**src/rtl/rwb_pkg.sv**
```systemverilog
package rwb_pkg;
    typedef enum logic [1:0] {
        ST_WAIT  = 2'd0,
        ST_SERVE = 2'd1,
        ST_HALT  = 2'd2
    } rwb_state_e;
endpackage

```
**src/rtl/rwb_stage.sv**
```systemverilog
module rwb_stage #(
    parameter int BLK_W = 128
) (
    input  logic             clk,
    input  logic             rst_n,
    input  logic             soft_rst,
    input  logic             flush,
    input  logic             blk_valid,
    input  logic [BLK_W-1:0] blk_data,
    input  logic             take,
    output logic [BLK_W-1:0] stage_data,
    output logic             stage_full,
    output logic             ovf
);
    logic accept;
    logic drop;

    assign accept = blk_valid && !soft_rst && !flush && (!stage_full || take);
    assign drop   = blk_valid && !soft_rst && !flush && stage_full && !take;

    always_ff @(posedge clk or negedge rst_n) begin
        if (!rst_n) begin
            stage_data <= '0;
            stage_full <= 1'b0;
            ovf        <= 1'b0;
        end else if (soft_rst) begin
            stage_data <= '0;
            stage_full <= 1'b0;
            ovf        <= 1'b0;
        end else if (flush) begin
            stage_data <= '0;
            stage_full <= 1'b0;
        end else begin
            if (accept) begin
                stage_data <= blk_data;
                stage_full <= 1'b1;
            end else if (take) begin
                stage_full <= 1'b0;
            end
            if (drop) begin
                ovf <= 1'b1;
            end
        end
    end


    drop_flag_chk: assert property (@(posedge clk) disable iff (!rst_n)
        blk_valid && stage_full && !take && !flush && !soft_rst |=> ovf);


    stage_hold_chk: assert property (@(posedge clk) disable iff (!rst_n)
        stage_full && !take && !flush && !soft_rst |=> stage_full && $stable(stage_data));
endmodule

```
**src/rtl/rwb_fifo.sv**
```systemverilog
module rwb_fifo #(
    parameter int WORD_W = 32,
    parameter int WORDS  = 4
) (
    input  logic                    clk,
    input  logic                    rst_n,
    input  logic                    soft_rst,
    input  logic                    flush,
    input  logic                    load,
    input  logic [WORD_W*WORDS-1:0] load_data,
    input  logic                    rd_req,
    output logic [WORD_W-1:0]       rd_data,
    output logic                    data_rdy,
    output logic                    last_rd
);
    localparam int BLK_W = WORD_W * WORDS;
    localparam int CNT_W = $clog2(WORDS + 1);
    localparam int PTR_W = (WORDS > 1) ? $clog2(WORDS) : 1;

    logic [BLK_W-1:0]  buf_q;
    logic [CNT_W-1:0]  cnt;
    logic [PTR_W-1:0]  ptr;
    logic [WORD_W-1:0] slot [WORDS];

    for (genvar g = 0; g < WORDS; g++) begin : g_slot
        assign slot[g] = buf_q[g*WORD_W +: WORD_W];
    end

    assign data_rdy = (cnt != '0);
    assign last_rd  = rd_req && (cnt == CNT_W'(1));

    always_ff @(posedge clk or negedge rst_n) begin
        if (!rst_n) begin
            buf_q   <= '0;
            cnt     <= '0;
            ptr     <= '0;
            rd_data <= '0;
        end else if (soft_rst || flush) begin
            buf_q   <= '0;
            cnt     <= '0;
            ptr     <= '0;
            rd_data <= '0;
        end else begin
            if (rd_req) begin
                rd_data <= data_rdy ? slot[ptr] : '0;
                if (data_rdy) begin
                    cnt <= cnt - CNT_W'(1);
                    ptr <= (ptr == PTR_W'(WORDS - 1)) ? '0 : ptr + PTR_W'(1);
                end
            end
            if (load) begin
                buf_q <= load_data;
                cnt   <= CNT_W'(WORDS);
                ptr   <= '0;
            end
        end
    end


    empty_zero_chk: assert property (@(posedge clk) disable iff (!rst_n)
        rd_req && !data_rdy && !soft_rst && !flush |=> rd_data == '0);


    drain_chk: assert property (@(posedge clk) disable iff (!rst_n)
        rd_req && data_rdy && !load && !soft_rst && !flush |=> cnt == $past(cnt) - CNT_W'(1));
endmodule

```
**src/rtl/rwb_seq.sv**
```systemverilog
module rwb_seq
    import rwb_pkg::*;
(
    input  logic clk,
    input  logic rst_n,
    input  logic soft_rst,
    input  logic seed_err,
    input  logic stage_full,
    input  logic last_rd,
    output logic load,
    output logic flush,
    output logic round_req
);
    rwb_state_e state, state_nx;

    always_ff @(posedge clk or negedge rst_n) begin
        if (!rst_n) begin
            state <= ST_WAIT;
        end else begin
            state <= state_nx;
        end
    end

    always_comb begin
        state_nx = state;
        load     = 1'b0;
        flush    = 1'b0;
        if (soft_rst) begin
            state_nx = ST_WAIT;
        end else if (seed_err) begin
            state_nx = ST_HALT;
            flush    = 1'b1;
        end else begin
            unique case (state)
                ST_WAIT: begin
                    if (stage_full) begin
                        load     = 1'b1;
                        state_nx = ST_SERVE;
                    end
                end
                ST_SERVE: begin
                    if (last_rd) begin
                        if (stage_full) begin
                            load     = 1'b1;
                            state_nx = ST_SERVE;
                        end else begin
                            state_nx = ST_WAIT;
                        end
                    end
                end
                ST_HALT: begin
                    state_nx = ST_WAIT;
                end
                default: begin
                    state_nx = ST_WAIT;
                end
            endcase
        end
    end

    always_ff @(posedge clk or negedge rst_n) begin
        if (!rst_n) begin
            round_req <= 1'b0;
        end else begin
            round_req <= load;
        end
    end


    halt_chk: assert property (@(posedge clk) disable iff (!rst_n)
        seed_err && !soft_rst |=> state == ST_HALT);
endmodule

```
**src/rtl/rwb_irq.sv**
```systemverilog
module rwb_irq (
    input  logic clk,
    input  logic rst_n,
    input  logic soft_rst,
    input  logic data_rdy,
    input  logic gen_en,
    input  logic irq_en,
    input  logic seed_err,
    input  logic clk_err,
    output logic irq
);
    logic drdy_q;
    logic drdy_rise;

    always_ff @(posedge clk or negedge rst_n) begin
        if (!rst_n) begin
            drdy_q <= 1'b0;
        end else if (soft_rst) begin
            drdy_q <= 1'b0;
        end else begin
            drdy_q <= data_rdy;
        end
    end

    assign drdy_rise = data_rdy && !drdy_q;
    assign irq       = gen_en && irq_en && (drdy_rise || seed_err || clk_err);


    irq_self_clear_chk: assert property (@(posedge clk) disable iff (!rst_n)
        data_rdy && $past(data_rdy) && !seed_err && !clk_err |-> !irq);
endmodule

```
**src/rtl/rwb_ctrl.sv**
```systemverilog
module rwb_ctrl #(
    parameter int WORD_W = 32,
    parameter int WORDS  = 4
) (
    input  logic                    clk,
    input  logic                    rst_n,
    input  logic                    cond_rst,
    input  logic                    gen_en,
    input  logic                    irq_en,
    input  logic                    blk_valid,
    input  logic [WORD_W*WORDS-1:0] blk_data,
    input  logic                    rd_req,
    input  logic                    seed_err,
    input  logic                    clk_err,
    output logic [WORD_W-1:0]       rd_data,
    output logic                    data_rdy,
    output logic                    round_req,
    output logic                    irq,
    output logic                    stage_ovf
);
    localparam int BLK_W = WORD_W * WORDS;

    logic [BLK_W-1:0] stage_data;
    logic             stage_full;
    logic             load;
    logic             flush;
    logic             last_rd;

    rwb_stage #(.BLK_W(BLK_W)) u_stage (
        .clk        (clk),
        .rst_n      (rst_n),
        .soft_rst   (cond_rst),
        .flush      (flush),
        .blk_valid  (blk_valid),
        .blk_data   (blk_data),
        .take       (load),
        .stage_data (stage_data),
        .stage_full (stage_full),
        .ovf        (stage_ovf)
    );

    rwb_fifo #(.WORD_W(WORD_W), .WORDS(WORDS)) u_fifo (
        .clk       (clk),
        .rst_n     (rst_n),
        .soft_rst  (cond_rst),
        .flush     (flush),
        .load      (load),
        .load_data (stage_data),
        .rd_req    (rd_req),
        .rd_data   (rd_data),
        .data_rdy  (data_rdy),
        .last_rd   (last_rd)
    );

    rwb_seq u_seq (
        .clk        (clk),
        .rst_n      (rst_n),
        .soft_rst   (cond_rst),
        .seed_err   (seed_err),
        .stage_full (stage_full),
        .last_rd    (last_rd),
        .load       (load),
        .flush      (flush),
        .round_req  (round_req)
    );

    rwb_irq u_irq (
        .clk      (clk),
        .rst_n    (rst_n),
        .soft_rst (cond_rst),
        .data_rdy (data_rdy),
        .gen_en   (gen_en),
        .irq_en   (irq_en),
        .seed_err (seed_err),
        .clk_err  (clk_err),
        .irq      (irq)
    );


    round_req_chk: assert property (@(posedge clk) disable iff (!rst_n)
        round_req |-> data_rdy);


    seed_flush_chk: assert property (@(posedge clk) disable iff (!rst_n)
        seed_err && !cond_rst |=> !data_rdy);
endmodule

```
**config.mk**
```make
export PLATFORM = sky130hd
export DESIGN_NAME = rwb_ctrl
export DESIGN_NICKNAME = d
export VERILOG_FILES = /design/src/rtl/rwb_pkg.sv /design/src/rtl/rwb_stage.sv /design/src/rtl/rwb_fifo.sv /design/src/rtl/rwb_seq.sv /design/src/rtl/rwb_irq.sv /design/src/rtl/rwb_ctrl.sv
export SDC_FILE = /design/constraint.sdc
export NUM_CORES = 1
export LEC_CHECK = 0
export ABC_AREA = 1
export ABC_CLOCK_PERIOD_IN_PS = 2000
export BUFFER_PORTS_ARGS = -buffer_cell sky130_fd_sc_hd__buf_2
export CORE_MARGIN = 2
export CORE_UTILIZATION = 58
export CTS_CLUSTER_DIAMETER = 120
export DETAILED_ROUTE_END_ITERATION = 12
export PLACE_DENSITY = 0.84
export SLEW_MARGIN = 5
export SYNTH_ARGS = -nofsm -noshare
export SYNTH_HDL_FRONTEND = slang
export SYNTH_SLANG_ARGS = --single-unit
```
**constraint.sdc**
```tcl
create_clock -name clk -period 2 [get_ports clk]
set_input_delay 0.4 -clock clk [delete_from_list [all_inputs] [get_ports clk]]
set_output_delay 0.4 -clock clk [all_outputs]
set_load 0.02 [all_outputs]
```
Word-level counts from Yosys, hierarchy flattened
Index checks and enable logic that the tools add are counted.
{ "word_totals": {"in_bits": 137, "output_inout_bits": 36, "register_bits": 299, "wordCells": 91} }
{ "classes": {"muxes": 41, "n_addsub": 2, "order_cmp": 1, "n_bitwise": 1, "n_eq_ne": 6, "reduce_logical": 30} }
{ "ops": {"columns": ["op", "count"], "rows": [
  ["$mux 128", 5],
  ["$mux 32", 5],
  ["$bmux 32 s2", 1],
  ["$mux 2", 9],
  ["$mux 1", 15],
  ["$mux 3", 4],
  ["$reduce_bool 3->1", 4],
  ["$logic_and 1x1->1", 9],
  ["$ne 4x4->1 const B", 2],
  ["$reduce_and 2->1", 3],
  ["$reduce_bool 2->1", 3],
  ["$logic_not 1->1", 5],
  ["$logic_or 1x1->1", 4],
  ["$pmux 2 s2", 1],
  ["$reduce_bool 4->1", 1],
  ["$eq 3x1->1 const B", 1],
  ["$ge 3x3->1 const B", 1],
  ["$not 2->3", 1],
  ["$sub 3x1->3 const B", 1],
  ["$add 2x1->2 const B", 1],
  ["$eq 2x1->1 const B", 1],
  ["$eq 2x2->1 const B", 1],
  ["$logic_not 2->1", 1],
  ["$ne 2x2->1 const B", 1],
  ["$pmux 1 s2", 1]
]} }

Longest topological paths before layout
Gate-level depths: netlist of the first run.
{ "depth": {"depth_word": 11, "mapped_depth": 11, "depth_no_buf": 9} }

By module
A second synthesis of the first run with hierarchy kept.
{ "hier_totals": {"cells_unflattened": 1570, "area_unflattened_um2": 13580.5} }
{ "by_module_without_submodules": {"columns": ["mod", "area_each_um2", "cells_per_inst", "n_inst", "seq_area_each_um2"], "rows": [
  ["rwb_fifo", 7671.1, 951, 1, 4129.0],
  ["rwb_stage", 5739.3, 597, 1, 3253.1],
  ["rwb_seq", 117.6, 14, 1, 75.1],
  ["rwb_irq", 52.6, 8, 1, 25.0]
]} }

Worst setup path after synthesis of the first run
Ideal clock, no wire load.
{ "synth_timing": {"path_type": "reg-to-output", "startpoint": "register u_fifo.cnt[0]", "endpoint": "output irq", "required_time_ps": 1600, "stages_incl_launch_ff": 7, "setup_slack_ps": 117, "arrival_time_ps": 1483, "n_path_buf": 0, "path_cell_list": "dfrtp_1 inv_1 ha_1 nand2_1 inv_1 or2_2 a21oi_1"} }
{ "synth_between": {"elab_chain_cells": 5} }
{ "synth_lines": {"columns": ["item", "line", "rtl"], "rows": [
  ["start, declared", "rwb_fifo.sv:21", "logic [CNT_W-1:0] cnt;"],
  ["start signal, assigned", "rwb_fifo.sv:47", "cnt <= cnt - CNT_W'(1);"],
  ["start signal, assigned", "rwb_fifo.sv:53", "cnt <= CNT_W'(WORDS);"],
  ["$reduce_bool 3->1", "rwb_fifo.sv:29", "assign data_rdy = (cnt != '0);"],
  ["via data_rdy", "rwb_ctrl.sv:16", "output logic data_rdy,"],
  ["$logic_and 1x1->1", "rwb_irq.sv:25", "assign drdy_rise = data_rdy && !drdy_q;"],
  ["$logic_or 1x1->1 (2 in a row)", "rwb_irq.sv:26", "assign irq = gen_en && irq_en && (drdy_rise || seed_err || clk_err);"],
  ["$logic_and 1x1->1", "rwb_irq.sv:26", null],
  ["end, declared", "rwb_ctrl.sv:18", "output logic irq,"]
]} }
The timed path passes the listed nets, and every way through them passes these cells.

Final worst setup path of the first run
{ "layout_timing": {"startpoint": "register u_fifo.cnt[0]", "endpoint": "output irq"} }
{ "layout_between": {"elab_chain_cells": 5} }
{ "layout_lines": {"columns": ["item", "line"], "rows": [
  ["$reduce_bool 3->1", "rwb_fifo.sv:29"],
  ["$logic_and 1x1->1", "rwb_irq.sv:25"],
  ["$logic_or 1x1->1 (2 in a row)", "rwb_irq.sv:26"],
  ["$logic_and 1x1->1", "rwb_irq.sv:26"]
]} }
No other way between the ends.

==> results of run 1 <==
registers in the layout (all words and copies together) (netlist names):
| register | flops |
|---|---|
| u_stage.stage_full | 1 |
| u_seq.state | 2 |
| u_stage.stage_data | 128 |
| u_fifo.rd_data | 32 |
| u_stage.ovf | 1 |
| u_fifo.buf_q | 128 |
| u_fifo.cnt | 3 |
| u_irq.drdy_q | 1 |
| u_fifo.ptr | 2 |
| u_seq.round_req | 1 |
cell usage after synthesis:
master    instances
nor2_2            1
ha_1              4
o22ai_1          32
nand2_2           1
o21ai_0          67
xor2_1            1
dfrtp_1         299
inv_2             5
nand3_1         276
buf_1            14
clkinv_1          1
buf_4             3
nand4_1           1
nand2_1         614
a21oi_1           2
nand2_4           1
buf_2            58
clkbuf_1         37
or2_2             1
inv_1            25
nor2_1           86
cells in the final DEF (no fill, tap or decap):
cell type	instances
a21oi_2	1
a21oi_4	1
buf_12	14
buf_16	4
buf_2	170
buf_4	24
buf_6	5
buf_8	1
clkbuf_1	6
clkbuf_16	39
clkbuf_8	7
clkinv_1	1
clkinv_2	10
clkinvlp_4	1
dfrtp_1	298
dfrtp_2	1
diode_2	1
dlygate4sd3_1	1
ha_1	3
ha_4	1
inv_1	22
inv_2	6
inv_8	1
nand2_1	610
nand2_2	2
nand2_4	2
nand2_8	2
nand3_1	276
nand4_1	1
nor2_1	86
nor2_2	1
o21ai_0	67
o22ai_1	32
or2_4	1
xor2_1	1
cell type report:
| type | instances | area, um2 | area share (%) |
|---|---|---|---|
| sequential | 299 | 7480 | 48.8 |
| multi-input combinational | 1087 | 4720 | 30.8 |
| timing repair buffer | 227 | 1700 | 11.1 |
| clock buffer | 44 | 895 | 5.83 |
| tap | 280 | 350 | 2.28 |
| inverter | 31 | 125 | 0.816 |
| clock inverter | 10 | 52.6 | 0.343 |
| antenna | 1 | 2.50 | 0.0163 |
repair_timing:
action / 4_1_cts / 5_1_grt
hold buffers: 1 / 0
hold endpoints to repair: 52 / 0
gates cloned: 0 / 12
setup endpoints to repair: 3 / 179
resized for setup: 11 / 19
buffers inserted: 5 / 9
pin swaps: 3 / 6
where the power goes:
part / switching (mW) / leakage, nW / internal [mW]
sequential: 0.0759 / 4.14 / 6.15
clock: 2.39 / 0.475 / 3.08
combinational: 0.557 / 4.04 / 0.285
how the worst max path moves through the flow:
stage / cells past startpoint / to
5_1_grt: 7 / irq
2_1_floorplan: 6 / irq
6_report: 7 / irq
3_3_place_gp: 9 / u_stage.stage_data[43]$_DFFE_PN0P_
4_1_cts: 7 / irq
3_5_place_dp: 9 / u_stage.stage_data[28]$_DFFE_PN0P_
metrics by stage:
step | hold slack (ps) | power (mW)
global placement | 383 | 7.03
global route | 23.8 | 12.8
finish | 19.4 | 12.5
floorplan | 104 | 6.63
detailed placement | 381 | 7.05
CTS | 18.0 | 12.4
logic make-up (layout without fill, tap and decap cells):
group | after synthesis | after routing | synth area share, %
and+or+nand+nor | 981 | 981 | 31.7
DFF | 299 | 299 | 58.7
buffers and inverters | 143 | 312 | 4.87
AOI/OAI and AO/OA | 101 | 101 | 4.28
adders and majority gates | 4 | 4 | 0.392
xor gates and xnor gates | 1 | 1 | 0.0687
other | 0 | 1 | 0
per-layer routing:
metal / vias up / part of all wire (%) / global-route usage [%]
met3: 194 / 11 / 6.74
met5: - / 0 / 0
met2: 875 / 46 / 50.6
met1: 5787 / 37 / 42.6
li1: 5228 / - / -
met4: 0 / 6.5 / 13.9
==> metrics.txt, run 1 <==
# TYPE chip_impl_metric gauge
chip_impl_info{name="setup.worst_path.end_class",value="output port"} 1
chip_impl_info{name="critical-path-top-cell-by-count",value="inv_2"} 1
chip_impl_info{name="worstHoldPathType",value="primary input to flop"} 1
chip_impl_metric{name="critical-path-max-stage-delay",unit="ps"} 380
chip_impl_metric{name="cts_sinks",unit=""} 299
chip_impl_metric{name="ff2ff_path_depth",unit=""} 10
chip_impl_info{name="root_buffer",value="clkbuf_16"} 1
chip_impl_info{name="critical_path.slowest_cell",value="dfrtp_1"} 1
chip_impl_metric{name="syn_area_per_cell",unit="um2"} 8.34
chip_impl_info{name="cts_tree",value="yes"} 1
chip_impl_metric{name="synth-warning-count",unit=""} 0
chip_impl_metric{name="critical_path.max_fanout",unit=""} 2
chip_impl_metric{name="arrival",unit="ps"} 1780
chip_impl_metric{name="fp.coreArea",unit="mm2"} 0.0217
chip_impl_metric{name="final_period_minus_worst_setup_slack",unit="ps"} 2180
chip_impl_metric{name="port_buffers",unit=""} 172
chip_impl_info{name="failed_checks",value="negative setup slack"} 1
chip_impl_metric{name="grt_pass1_wl",unit="um"} 59000
chip_impl_metric{name="layout_worst_path_cycle_share",unit="%"} 109
chip_impl_metric{name="max_cap_viol_count",unit=""} 0
chip_impl_metric{name="final_layout_size_suffix_gt1_share",unit="%"} 17.3
chip_impl_metric{name="final_util",unit="%"} 70.7
chip_impl_metric{name="ctsHtreeMaxLevel",unit=""} 1
chip_impl_info{name="hold_start",value="cond_rst"} 1
chip_impl_metric{name="ir_drop",unit="V"} 0.000557
chip_impl_info{name="setup_cp_type",value="flop to output port"} 1
chip_impl_metric{name="tns",unit="ps"} -190
chip_impl_metric{name="die_h",unit="um"} 152
chip_impl_metric{name="cts-root-to-sink-buffers",unit=""} 3
chip_impl_metric{name="finish.net_count",unit=""} 1817
chip_impl_metric{name="maxClockFrequency",unit="GHz"} 0.458
chip_impl_metric{name="drt_first_iter_violations",unit=""} 1884
chip_impl_metric{name="synth_cell_types",unit=""} 21
chip_impl_metric{name="die_width",unit="um"} 152
chip_impl_info{name="timing.rr.start",value="u_fifo.cnt[1]$_DFFE_PN0P_"} 1
chip_impl_metric{name="dp_slack",unit="ps"} 14.0
chip_impl_info{name="crit-reg2reg-capture",value="u_fifo.buf_q[94]$_DFFE_PN0P_"} 1
chip_impl_metric{name="route.antenna.remaining_nets",unit=""} 0
chip_impl_info{name="post-synth-top-area-cell",value="dfrtp_1"} 1
chip_impl_metric{name="num-fill-cells",unit=""} 1521
chip_impl_metric{name="synth_sequential_area_ratio",unit="%"} 58.7
chip_impl_info{name="path_cells",value="inv_2 -> ha_4 -> nand2_4 -> inv_2 -> or2_4 -> a21oi_2 -> buf_4"} 1
chip_impl_info{name="critPathLaunchType",value="flop"} 1
chip_impl_metric{name="clock_latency",unit="ps"} 570
chip_impl_metric{name="global_route.overflow_total",unit=""} 0
chip_impl_metric{name="final_max_slew_viol_count",unit=""} 0
chip_impl_metric{name="grt_max_degree",unit=""} 168
chip_impl_metric{name="leakage_power",unit="nW"} 8.65
chip_impl_info{name="whs_endpoint",value="u_seq.state[1]$_DFFE_PN0P_"} 1
chip_impl_metric{name="first_global_vias",unit=""} 11300
chip_impl_metric{name="crit_buf_inv",unit=""} 3
chip_impl_metric{name="cell_area_after_synthesis",unit="mm2"} 0.0128
chip_impl_metric{name="report.final.setup_viol",unit=""} 2
chip_impl_metric{name="cp.required",unit="ps"} 1600
chip_impl_info{name="cpLargestDelayFamily",value="flip-flops"} 1
chip_impl_metric{name="hpwl",unit="um"} 24000
chip_impl_info{name="worstSetupStartpoint",value="u_fifo.cnt[0]$_DFFE_PN0P_"} 1
chip_impl_metric{name="floorplan.initialDensity",unit="%"} 58.8
chip_impl_metric{name="layout_setup_ws",unit="ps"} -185
chip_impl_metric{name="route.detailed.wl_per_inst",unit="um"} 20.9
chip_impl_metric{name="hold_depth",unit=""} 2
chip_impl_metric{name="worstMarginPinSlew",unit="ps"} 736
chip_impl_metric{name="finalWeightedCongestion",unit=""} 0.902
chip_impl_metric{name="setup.reg_to_reg.worst_slack",unit="ps"} -10
chip_impl_metric{name="netlist_instances",unit=""} 1529
chip_impl_metric{name="vias_per_cell",unit=""} 6.11
chip_impl_metric{name="die-area",unit="mm2"} 0.0232
chip_impl_metric{name="drc",unit=""} 0
chip_impl_metric{name="synth.top_cell.area_share",unit="%"} 58.7
chip_impl_metric{name="route.final.wire_length",unit="um"} 41500
chip_impl_metric{name="finClkSkew",unit="ps"} 14.9
chip_impl_metric{name="clkTransAtPathRegs",unit="ps"} 70
chip_impl_metric{name="dr_total_vias",unit=""} 12100
chip_impl_metric{name="cts_made_buffers",unit=""} 30
chip_impl_metric{name="placementRows",unit=""} 54
chip_impl_metric{name="syn_nets",unit=""} 1670
chip_impl_metric{name="synth_seq_cells",unit=""} 299
chip_impl_metric{name="area_growth_syn_to_layout",unit="%"} 20.2
chip_impl_metric{name="globalRouteTotalUtil",unit="%"} 31.8
chip_impl_metric{name="initial_antenna_violation_count",unit=""} 1
chip_impl_metric{name="timing_hold_violations_final",unit=""} 0
chip_impl_metric{name="powerDensity",unit="mW/mm2"} 818
chip_impl_metric{name="finalNonFillerCells",unit=""} 1979
chip_impl_metric{name="io_pins",unit=""} 173
chip_impl_info{name="run_status",value="finished, violations left"} 1
chip_impl_info{name="netlist_top_cells_area",value="dfrtp_1 (59%), nand2_1 (18%), nand3_1 (11%), o21ai_0 (2.6%), nor2_1 (2.5%)"} 1
chip_impl_metric{name="timing.max_slew.rel_slack",unit="%"} 50.9
chip_impl_metric{name="numPlacedInstances",unit=""} 1897
chip_impl_metric{name="dpl_cell_area",unit="mm2"} 0.0139
chip_impl_metric{name="post-route-cell-area",unit="mm2"} 0.0153
chip_impl_info{name="rsz_0062_raised_after_global_routing",value="yes"} 1
chip_impl_metric{name="1st_pass_router_iterations",unit=""} 9
(Power assumes the default switching activity.)
==> inputs of run 2 (changes only) <==
Settings changed: CORE_UTILIZATION 58 to 55, PLACE_DENSITY 0.84 to 0.81.
==> run 2 against run 1 <==
Effect of this change: the flow still finishes with violations (negative setup slack); global-route usage fell by 2.4 points; via count fell by 3.8%; cell area fell by 0.86%; utilization fell by 3.8 points; routed wire length fell by 7.5%; combinational power fell by 8.9%; non-clock buffer count fell by 16; setup slack improved by 47 ps; critical path type unchanged.
==> metrics.txt, run 2 (synthesis gave the netlist of run 1 again) <==
# TYPE chip_impl_metric gauge
chip_impl_metric{name="final_period_minus_worst_setup_slack",unit="ps"} 2140
chip_impl_info{name="hold_start",value="cond_rst"} 1
chip_impl_metric{name="timing_hold_violations_final",unit=""} 0
chip_impl_metric{name="initial_antenna_violation_count",unit=""} 1
chip_impl_metric{name="cts_made_buffers",unit=""} 31
chip_impl_metric{name="hold_depth",unit=""} 2
chip_impl_metric{name="final_max_slew_viol_count",unit=""} 0
chip_impl_metric{name="port_buffers",unit=""} 172
chip_impl_metric{name="maxClockFrequency",unit="GHz"} 0.468
chip_impl_metric{name="drt_first_iter_violations",unit=""} 1546
chip_impl_info{name="top_layer_used",value="met5"} 1
chip_impl_metric{name="met3_wirelength",unit="um"} 3850
chip_impl_metric{name="global_route.overflow_total",unit=""} 0
chip_impl_info{name="failed_checks",value="negative setup slack"} 1
chip_impl_metric{name="layout_setup_ws",unit="ps"} -138
chip_impl_metric{name="finClkSkew",unit="ps"} 13.8
chip_impl_metric{name="globalRouteTotalUtil",unit="%"} 29.3
chip_impl_metric{name="insertedDiodeCount",unit=""} 0
chip_impl_metric{name="grt_max_degree",unit=""} 165
chip_impl_info{name="path_cells",value="inv_2 -> ha_4 -> nand2_4 -> inv_2 -> or2_4 -> a21oi_2 -> buf_4"} 1
chip_impl_metric{name="drc",unit=""} 0
chip_impl_metric{name="report.final.setup_viol",unit=""} 1
chip_impl_info{name="layout.cells.most_common",value="nand2_1"} 1
chip_impl_metric{name="ir_drop",unit="V"} 0.000536
chip_impl_info{name="cts_tree",value="yes"} 1
chip_impl_metric{name="worstMarginPinSlew",unit="ps"} 724
chip_impl_metric{name="arrival",unit="ps"} 1740
chip_impl_info{name="rsz_0062_raised_after_global_routing",value="yes"} 1
chip_impl_metric{name="1st_pass_router_iterations",unit=""} 7
chip_impl_metric{name="final_layout_size_suffix_gt1_share",unit="%"} 16.8
chip_impl_metric{name="die_h",unit="um"} 156
chip_impl_metric{name="first_global_vias",unit=""} 10800
chip_impl_info{name="critPathLaunchType",value="flop"} 1
chip_impl_metric{name="placementRows",unit=""} 55
chip_impl_info{name="timing.rr.start",value="u_fifo.cnt[1]$_DFFE_PN0P_"} 1
chip_impl_metric{name="clock_latency",unit="ps"} 560
chip_impl_metric{name="setup.reg_to_reg.worst_slack",unit="ps"} 50
chip_impl_metric{name="floorplan.initialDensity",unit="%"} 56.2
chip_impl_metric{name="dr_total_vias",unit=""} 11600
chip_impl_metric{name="met2_length",unit="um"} 17600
chip_impl_info{name="setup.worst_path.end_class",value="output port"} 1
chip_impl_info{name="critical_path.slowest_cell",value="dfrtp_1"} 1
chip_impl_metric{name="layout_worst_path_cycle_share",unit="%"} 107
chip_impl_metric{name="grt_pass1_wl",unit="um"} 56600
chip_impl_metric{name="die-area",unit="mm2"} 0.0244
chip_impl_metric{name="cts-root-to-sink-buffers",unit=""} 3
chip_impl_metric{name="finish.net_count",unit=""} 1803
chip_impl_metric{name="fp.coreArea",unit="mm2"} 0.0227
chip_impl_metric{name="critical-path-max-stage-delay",unit="ps"} 380
chip_impl_metric{name="leakage_power",unit="nW"} 8.57
chip_impl_info{name="setup_cp_type",value="flop to output port"} 1
chip_impl_metric{name="die_width",unit="um"} 156
chip_impl_metric{name="max_cap_viol_count",unit=""} 0
chip_impl_info{name="critical-path-top-cell-by-count",value="inv_2"} 1
chip_impl_metric{name="ctsHtreeMaxLevel",unit=""} 1
chip_impl_metric{name="route.antenna.remaining_nets",unit=""} 0
chip_impl_info{name="root_buffer",value="clkbuf_16"} 1
chip_impl_info{name="whs_endpoint",value="u_seq.state[1]$_DFFE_PN0P_"} 1
chip_impl_metric{name="worst_hold_slack",unit="ps"} 28.8
chip_impl_metric{name="hpwl",unit="um"} 22900
chip_impl_metric{name="dp_slack",unit="ps"} 97.2
chip_impl_metric{name="critical_path.max_fanout",unit=""} 2
chip_impl_metric{name="route.final.wire_length",unit="um"} 38400
chip_impl_metric{name="route.detailed.wl_per_inst",unit="um"} 19.5
chip_impl_info{name="layout.cells.most_common_list",value="nand2_1 (611), dfrtp_1 (298), nand3_1 (276)"} 1
chip_impl_info{name="crit-reg2reg-capture",value="u_stage.stage_data[95]$_DFFE_PN0P_"} 1
chip_impl_metric{name="num-fill-cells",unit=""} 1775
chip_impl_metric{name="vias_per_cell",unit=""} 5.90
chip_impl_info{name="biggestRegsByFlops",value="u_fifo.buf_q (128), u_stage.stage_data (128), u_fifo.rd_data (32)"} 1
chip_impl_metric{name="ff2ff_path_depth",unit=""} 11
chip_impl_metric{name="io_pins",unit=""} 173
chip_impl_metric{name="m1WireLength",unit="um"} 15100
chip_impl_metric{name="cts_sinks",unit=""} 299
chip_impl_metric{name="finalWeightedCongestion",unit=""} 0.910
chip_impl_metric{name="powerDensity",unit="mW/mm2"} 844
chip_impl_metric{name="timing.max_slew.rel_slack",unit="%"} 51.7
chip_impl_metric{name="clkTransAtPathRegs",unit="ps"} 60
chip_impl_metric{name="cp.required",unit="ps"} 1600
chip_impl_metric{name="area_growth_syn_to_layout",unit="%"} 19.2
chip_impl_info{name="run_status",value="finished, violations left"} 1
chip_impl_info{name="worstHoldPathType",value="primary input to flop"} 1
## run 2: area by class of cell
class                      instances  area (um2)  share of cell area [%]
multi-input combinational       1088        4710                    31.0
timing repair buffer             211        1490                    9.79
sequential                       299        7480                    49.2
clock buffer                      43         901                    5.93
tap                              285         357                    2.35
clock inverter                    14         136                   0.897
inverter                          31         125                   0.823
## run 2: timing repair
action / in CTS / in global routing
pin swaps: 3 / 4
cloned: 0 / 10
endpoints found under the setup margin: 1 / 169
setup buffers: 4 / 3
hold buffers: 1 / 0
gates resized for setup: 10 / 10
hold endpoints to repair: 113 / 0
## run 2: through the flow
step	cells	power [mW]	util [%]	area (um2)	setup TNS, ps
after global routing	1971	13.2	66.9	15200	-2760
after floorplan	1529	6.63	-	12800	0
after global placement	1896	7.03	60.9	13800	0
final	1971	12.8	66.9	15200	-138
after detailed placement	1896	7.04	60.9	13800	0
after CTS	1958	12.8	65.7	14900	-136
## run 2: critical path: cells and delay by family (launching register included)
kind / cells / cell delay, ps
fa+ha+maj: 1 / 160
buf+inv: 3 / 260
simple gates: 2 / 270
compound gates: 1 / 110
flops: 1 / 380
## run 2: worst max path at each step
| stage | start | end | slack, ps |
|---|---|---|---|
| final | u_fifo.cnt[0]$_DFFE_PN0P_ | irq | -140 |
| after global routing | u_fifo.cnt[0]$_DFFE_PN0P_ | irq | -210 |
| after floorplan | u_fifo.cnt[0]$_DFFE_PN0P_ | irq | 120 |
| after global placement | cond_rst | u_fifo.buf_q[90]$_DFFE_PN0P_ | 140 |
| after CTS | u_fifo.cnt[0]$_DFFE_PN0P_ | irq | -140 |
| after detailed placement | seed_err | u_fifo.buf_q[90]$_DFFE_PN0P_ | 100 |
## run 2: power by group
part           switching, mW  internal, mW  total, mW
Clock                   2.42          3.40       5.82
Combinational          0.516         0.251      0.767
Sequential            0.0920          6.15       6.25
Total                   3.03          9.80       12.8
## run 2: layer usage
metal,vias to the layer above,track usage (%)
li1,5184,-
met1,5620,40.9
met2,689,46.0
met3,128,5.48
met4,2,11.6
met5,-,0
==> inputs of run 3 (changes only) <==
Settings changed: ABC_CLOCK_PERIOD_IN_PS 2000 to 2050, HOLD_SLACK_MARGIN set to 0.05, SLEW_MARGIN 5 to 20.
Clock period 2 ns to 2.05 ns, I/O delays scaled along.
==> run 3 against run 2 <==
Effect of this change: utilization grew 0.33 points; global-route usage rose by 0.88 points; the run still ends with negative setup slack left; first-iteration DRC count is 17% lower; via count decreased by 1.1%; largest cell class unchanged; combinational power is 1% lower; critical path type unchanged; hold slack improved by 30 ps; non-clock buffer count rose by 15.
==> metrics.txt, run 3 (synthesis gave the netlist of run 1 again) <==
# TYPE chip_impl_metric gauge
chip_impl_info{name="run_status",value="finished, violations left"} 1
chip_impl_info{name="failed_checks",value="negative setup slack"} 1
chip_impl_info{name="critPathLaunchType",value="flop"} 1
chip_impl_metric{name="arrival",unit="ps"} 1720
chip_impl_metric{name="die_width",unit="um"} 156
chip_impl_info{name="setup_cp_type",value="flop to output port"} 1
chip_impl_metric{name="final_period_minus_worst_setup_slack",unit="ps"} 2130
chip_impl_metric{name="route.final.wire_length",unit="um"} 36900
chip_impl_metric{name="cp.required",unit="ps"} 1640
chip_impl_metric{name="io_pins",unit=""} 173
chip_impl_metric{name="finalWeightedCongestion",unit=""} 0.887
chip_impl_metric{name="leakage_power",unit="nW"} 8.61
chip_impl_metric{name="drc",unit=""} 0
chip_impl_info{name="layout.cells.most_common_list",value="nand2_1 (611), dfrtp_1 (298), nand3_1 (276)"} 1
chip_impl_info{name="crit-reg2reg-capture",value="u_stage.stage_data[104]$_DFFE_PN0P_"} 1
chip_impl_metric{name="drt_first_iter_violations",unit=""} 1278
chip_impl_metric{name="dp_slack",unit="ps"} 199
chip_impl_metric{name="clkTransAtPathRegs",unit="ps"} 60
chip_impl_metric{name="worstMarginPinSlew",unit="ps"} 665
chip_impl_metric{name="initial_antenna_violation_count",unit=""} 0
chip_impl_metric{name="final_layout_size_suffix_gt1_share",unit="%"} 16.2
chip_impl_metric{name="route.antenna.remaining_nets",unit=""} 0
chip_impl_info{name="layout.cells.most_common",value="nand2_1"} 1
chip_impl_metric{name="gr-usage-met3",unit="%"} 7.20
chip_impl_metric{name="layout_setup_ws",unit="ps"} -78.7
chip_impl_metric{name="ff2ff_path_depth",unit=""} 11
chip_impl_metric{name="floorplan.initialDensity",unit="%"} 56.2
chip_impl_metric{name="placementRows",unit=""} 55
chip_impl_info{name="setup.worst_path.end_class",value="output port"} 1
chip_impl_metric{name="cts_sinks",unit=""} 299
chip_impl_info{name="timing.rr.start",value="u_fifo.cnt[1]$_DFFE_PN0P_"} 1
chip_impl_metric{name="insertedDiodeCount",unit=""} 0
chip_impl_metric{name="cts_made_buffers",unit=""} 30
chip_impl_metric{name="route.detailed.wl_per_inst",unit="um"} 18.6
chip_impl_metric{name="dr_total_vias",unit=""} 11500
chip_impl_metric{name="hold_depth",unit=""} 3
chip_impl_metric{name="grt_max_degree",unit=""} 152
chip_impl_metric{name="grtUsageMet1",unit="%"} 40.8
chip_impl_metric{name="psw",unit="mW"} 2.87
chip_impl_metric{name="clkPwrFrac",unit="%"} 45.9
chip_impl_metric{name="internal-power",unit="mW"} 9.78
chip_impl_metric{name="powerDensity",unit="mW/mm2"} 828
chip_impl_metric{name="port_buffers",unit=""} 172
chip_impl_metric{name="grt.met2_usage",unit="%"} 47.5
chip_impl_metric{name="die-area",unit="mm2"} 0.0244
chip_impl_metric{name="globalRouteTotalUtil",unit="%"} 30.2
chip_impl_metric{name="die_h",unit="um"} 156
chip_impl_metric{name="area_growth_syn_to_layout",unit="%"} 19.8
chip_impl_metric{name="final_max_slew_viol_count",unit=""} 0
chip_impl_metric{name="1st_pass_router_iterations",unit=""} 6
chip_impl_metric{name="vias_per_cell",unit=""} 5.79
chip_impl_metric{name="setup.reg_to_reg.worst_slack",unit="ps"} 120
chip_impl_info{name="hold_start",value="blk_data[91]"} 1
chip_impl_metric{name="max_cap_viol_count",unit=""} 0
chip_impl_info{name="root_buffer",value="clkbuf_16"} 1
chip_impl_info{name="biggestRegsByFlops",value="u_fifo.buf_q (128), u_stage.stage_data (128), u_fifo.rd_data (32)"} 1
chip_impl_info{name="worstHoldPathType",value="primary input to flop"} 1
chip_impl_metric{name="ctsHtreeMaxLevel",unit=""} 1
chip_impl_info{name="top_usage_layer",value="met2"} 1
chip_impl_metric{name="clock_latency",unit="ps"} 560
chip_impl_metric{name="final_util",unit="%"} 67.3
chip_impl_metric{name="tns",unit="ps"} -78.7
chip_impl_metric{name="timing_hold_violations_final",unit=""} 0
chip_impl_metric{name="fp.coreArea",unit="mm2"} 0.0227
chip_impl_metric{name="timing.max_slew.rel_slack",unit="%"} 55.7
chip_impl_info{name="cts_tree",value="yes"} 1
chip_impl_metric{name="report.final.setup_viol",unit=""} 1
chip_impl_metric{name="critical_path.max_fanout",unit=""} 2
chip_impl_metric{name="cts-root-to-sink-buffers",unit=""} 3
chip_impl_metric{name="ir_drop",unit="V"} 0.000540
chip_impl_metric{name="global_route.overflow_total",unit=""} 0
chip_impl_metric{name="maxClockFrequency",unit="GHz"} 0.470
chip_impl_info{name="whs_endpoint",value="u_stage.stage_data[91]$_DFFE_PN0P_"} 1
chip_impl_metric{name="first_global_vias",unit=""} 11100
chip_impl_metric{name="pwr-share-seq",unit="%"} 48.1
chip_impl_metric{name="netSwitchingFraction",unit="%"} 22.7
chip_impl_metric{name="finish.net_count",unit=""} 1817
chip_impl_metric{name="layout_worst_path_cycle_share",unit="%"} 104
chip_impl_metric{name="grt_pass1_wl",unit="um"} 58000
chip_impl_metric{name="hpwl",unit="um"} 24000
chip_impl_metric{name="finClkSkew",unit="ps"} 12.3
chip_impl_metric{name="p_comb_share",unit="%"} 6.0
chip_impl_info{name="rsz_0062_raised_after_global_routing",value="yes"} 1
-- run 3: changes by cell type in the layout (fill, tap and decap cells not counted), sizes merged, moves of 2 or more --
| cell | change |
|---|---|
| dlygate4sd3 | +16 |
| clkinvlp | -3 |
| buf | +4 |
| bufinv | +2 |
| clkinv | -4 |
-- run 3: critical path: stages (launching register included) --
cell     delay, ps
dfrtp_1        370
inv_2           70
ha_4           160
nand2_4         50
inv_2           40
or2_4          220
a21oi_2        110
buf_4          150
-- run 3: how the worst max path moves through the flow --
stage                         startpoint                            to  slack [ps]  cells after the start
2_1_floorplan  u_fifo.cnt[0]$_DFFE_PN0P_                           irq         160                      6
3_3_place_gp                    cond_rst  u_fifo.buf_q[60]$_DFFE_PN0P_         250                      9
3_5_place_dp                    cond_rst  u_fifo.buf_q[53]$_DFFE_PN0P_         200                      9
4_1_cts        u_fifo.cnt[1]$_DFFE_PN0P_                           irq        -100                      7
5_1_grt        u_fifo.cnt[1]$_DFFE_PN0P_                           irq        -140                      7
6_report       u_fifo.cnt[0]$_DFFE_PN0P_                           irq         -80                      7
-- run 3: metal layers --
metal	routed length (um)	part of all wire [%]	up-vias
met3	3810	10	107
met1	14100	38	5525
met4	1700	4.6	0
li1	-	-	5216
met2	17300	47	647
met5	0	0	-
-- run 3: final cells by class --
type | count | area, um2
clock buffer | 47 | 906
tap | 285 | 357
clock inverter | 8 | 143
inverter | 31 | 125
fill | 1786 | 7430
multi-input combinational | 1088 | 4700
timing repair buffer | 226 | 1560
sequential | 299 | 7480
-- run 3: power by group through the flow --
| stage | Combinational [mW] | Sequential [mW] | Clock (mW) |
|---|---|---|---|
| 2_1_floorplan | 0.309 | 6.15 | 0 |
| 3_3_place_gp | 0.698 | 6.18 | 0 |
| 3_5_place_dp | 0.706 | 6.19 | 0 |
| 4_1_cts | 0.745 | 6.08 | 5.85 |
| 5_1_grt | 0.838 | 6.09 | 6.08 |
| 6_report | 0.759 | 6.08 | 5.81 |
-- run 3: what timing repair did --
item	CTS	global route
pin swaps	2	2
endpoints found under the hold margin	62	0
setup buffers	5	2
gates resized for setup	10	2
cloned	0	3
hold buffers	17	0
endpoints found under the setup margin	1	56
-- run 3: through the flow --
stage / power [mW] / hold slack [ps] / instance area, um2 / instances
floorplan: 6.46 / 114 / 12800 / 1529
global placement: 6.88 / 367 / 13900 / 1902
detailed placement: 6.89 / 368 / 13900 / 1902
CTS: 12.7 / 52.4 / 15200 / 1979
global route: 13.0 / 66.5 / 15300 / 1984
finish: 12.7 / 58.3 / 15300 / 1984
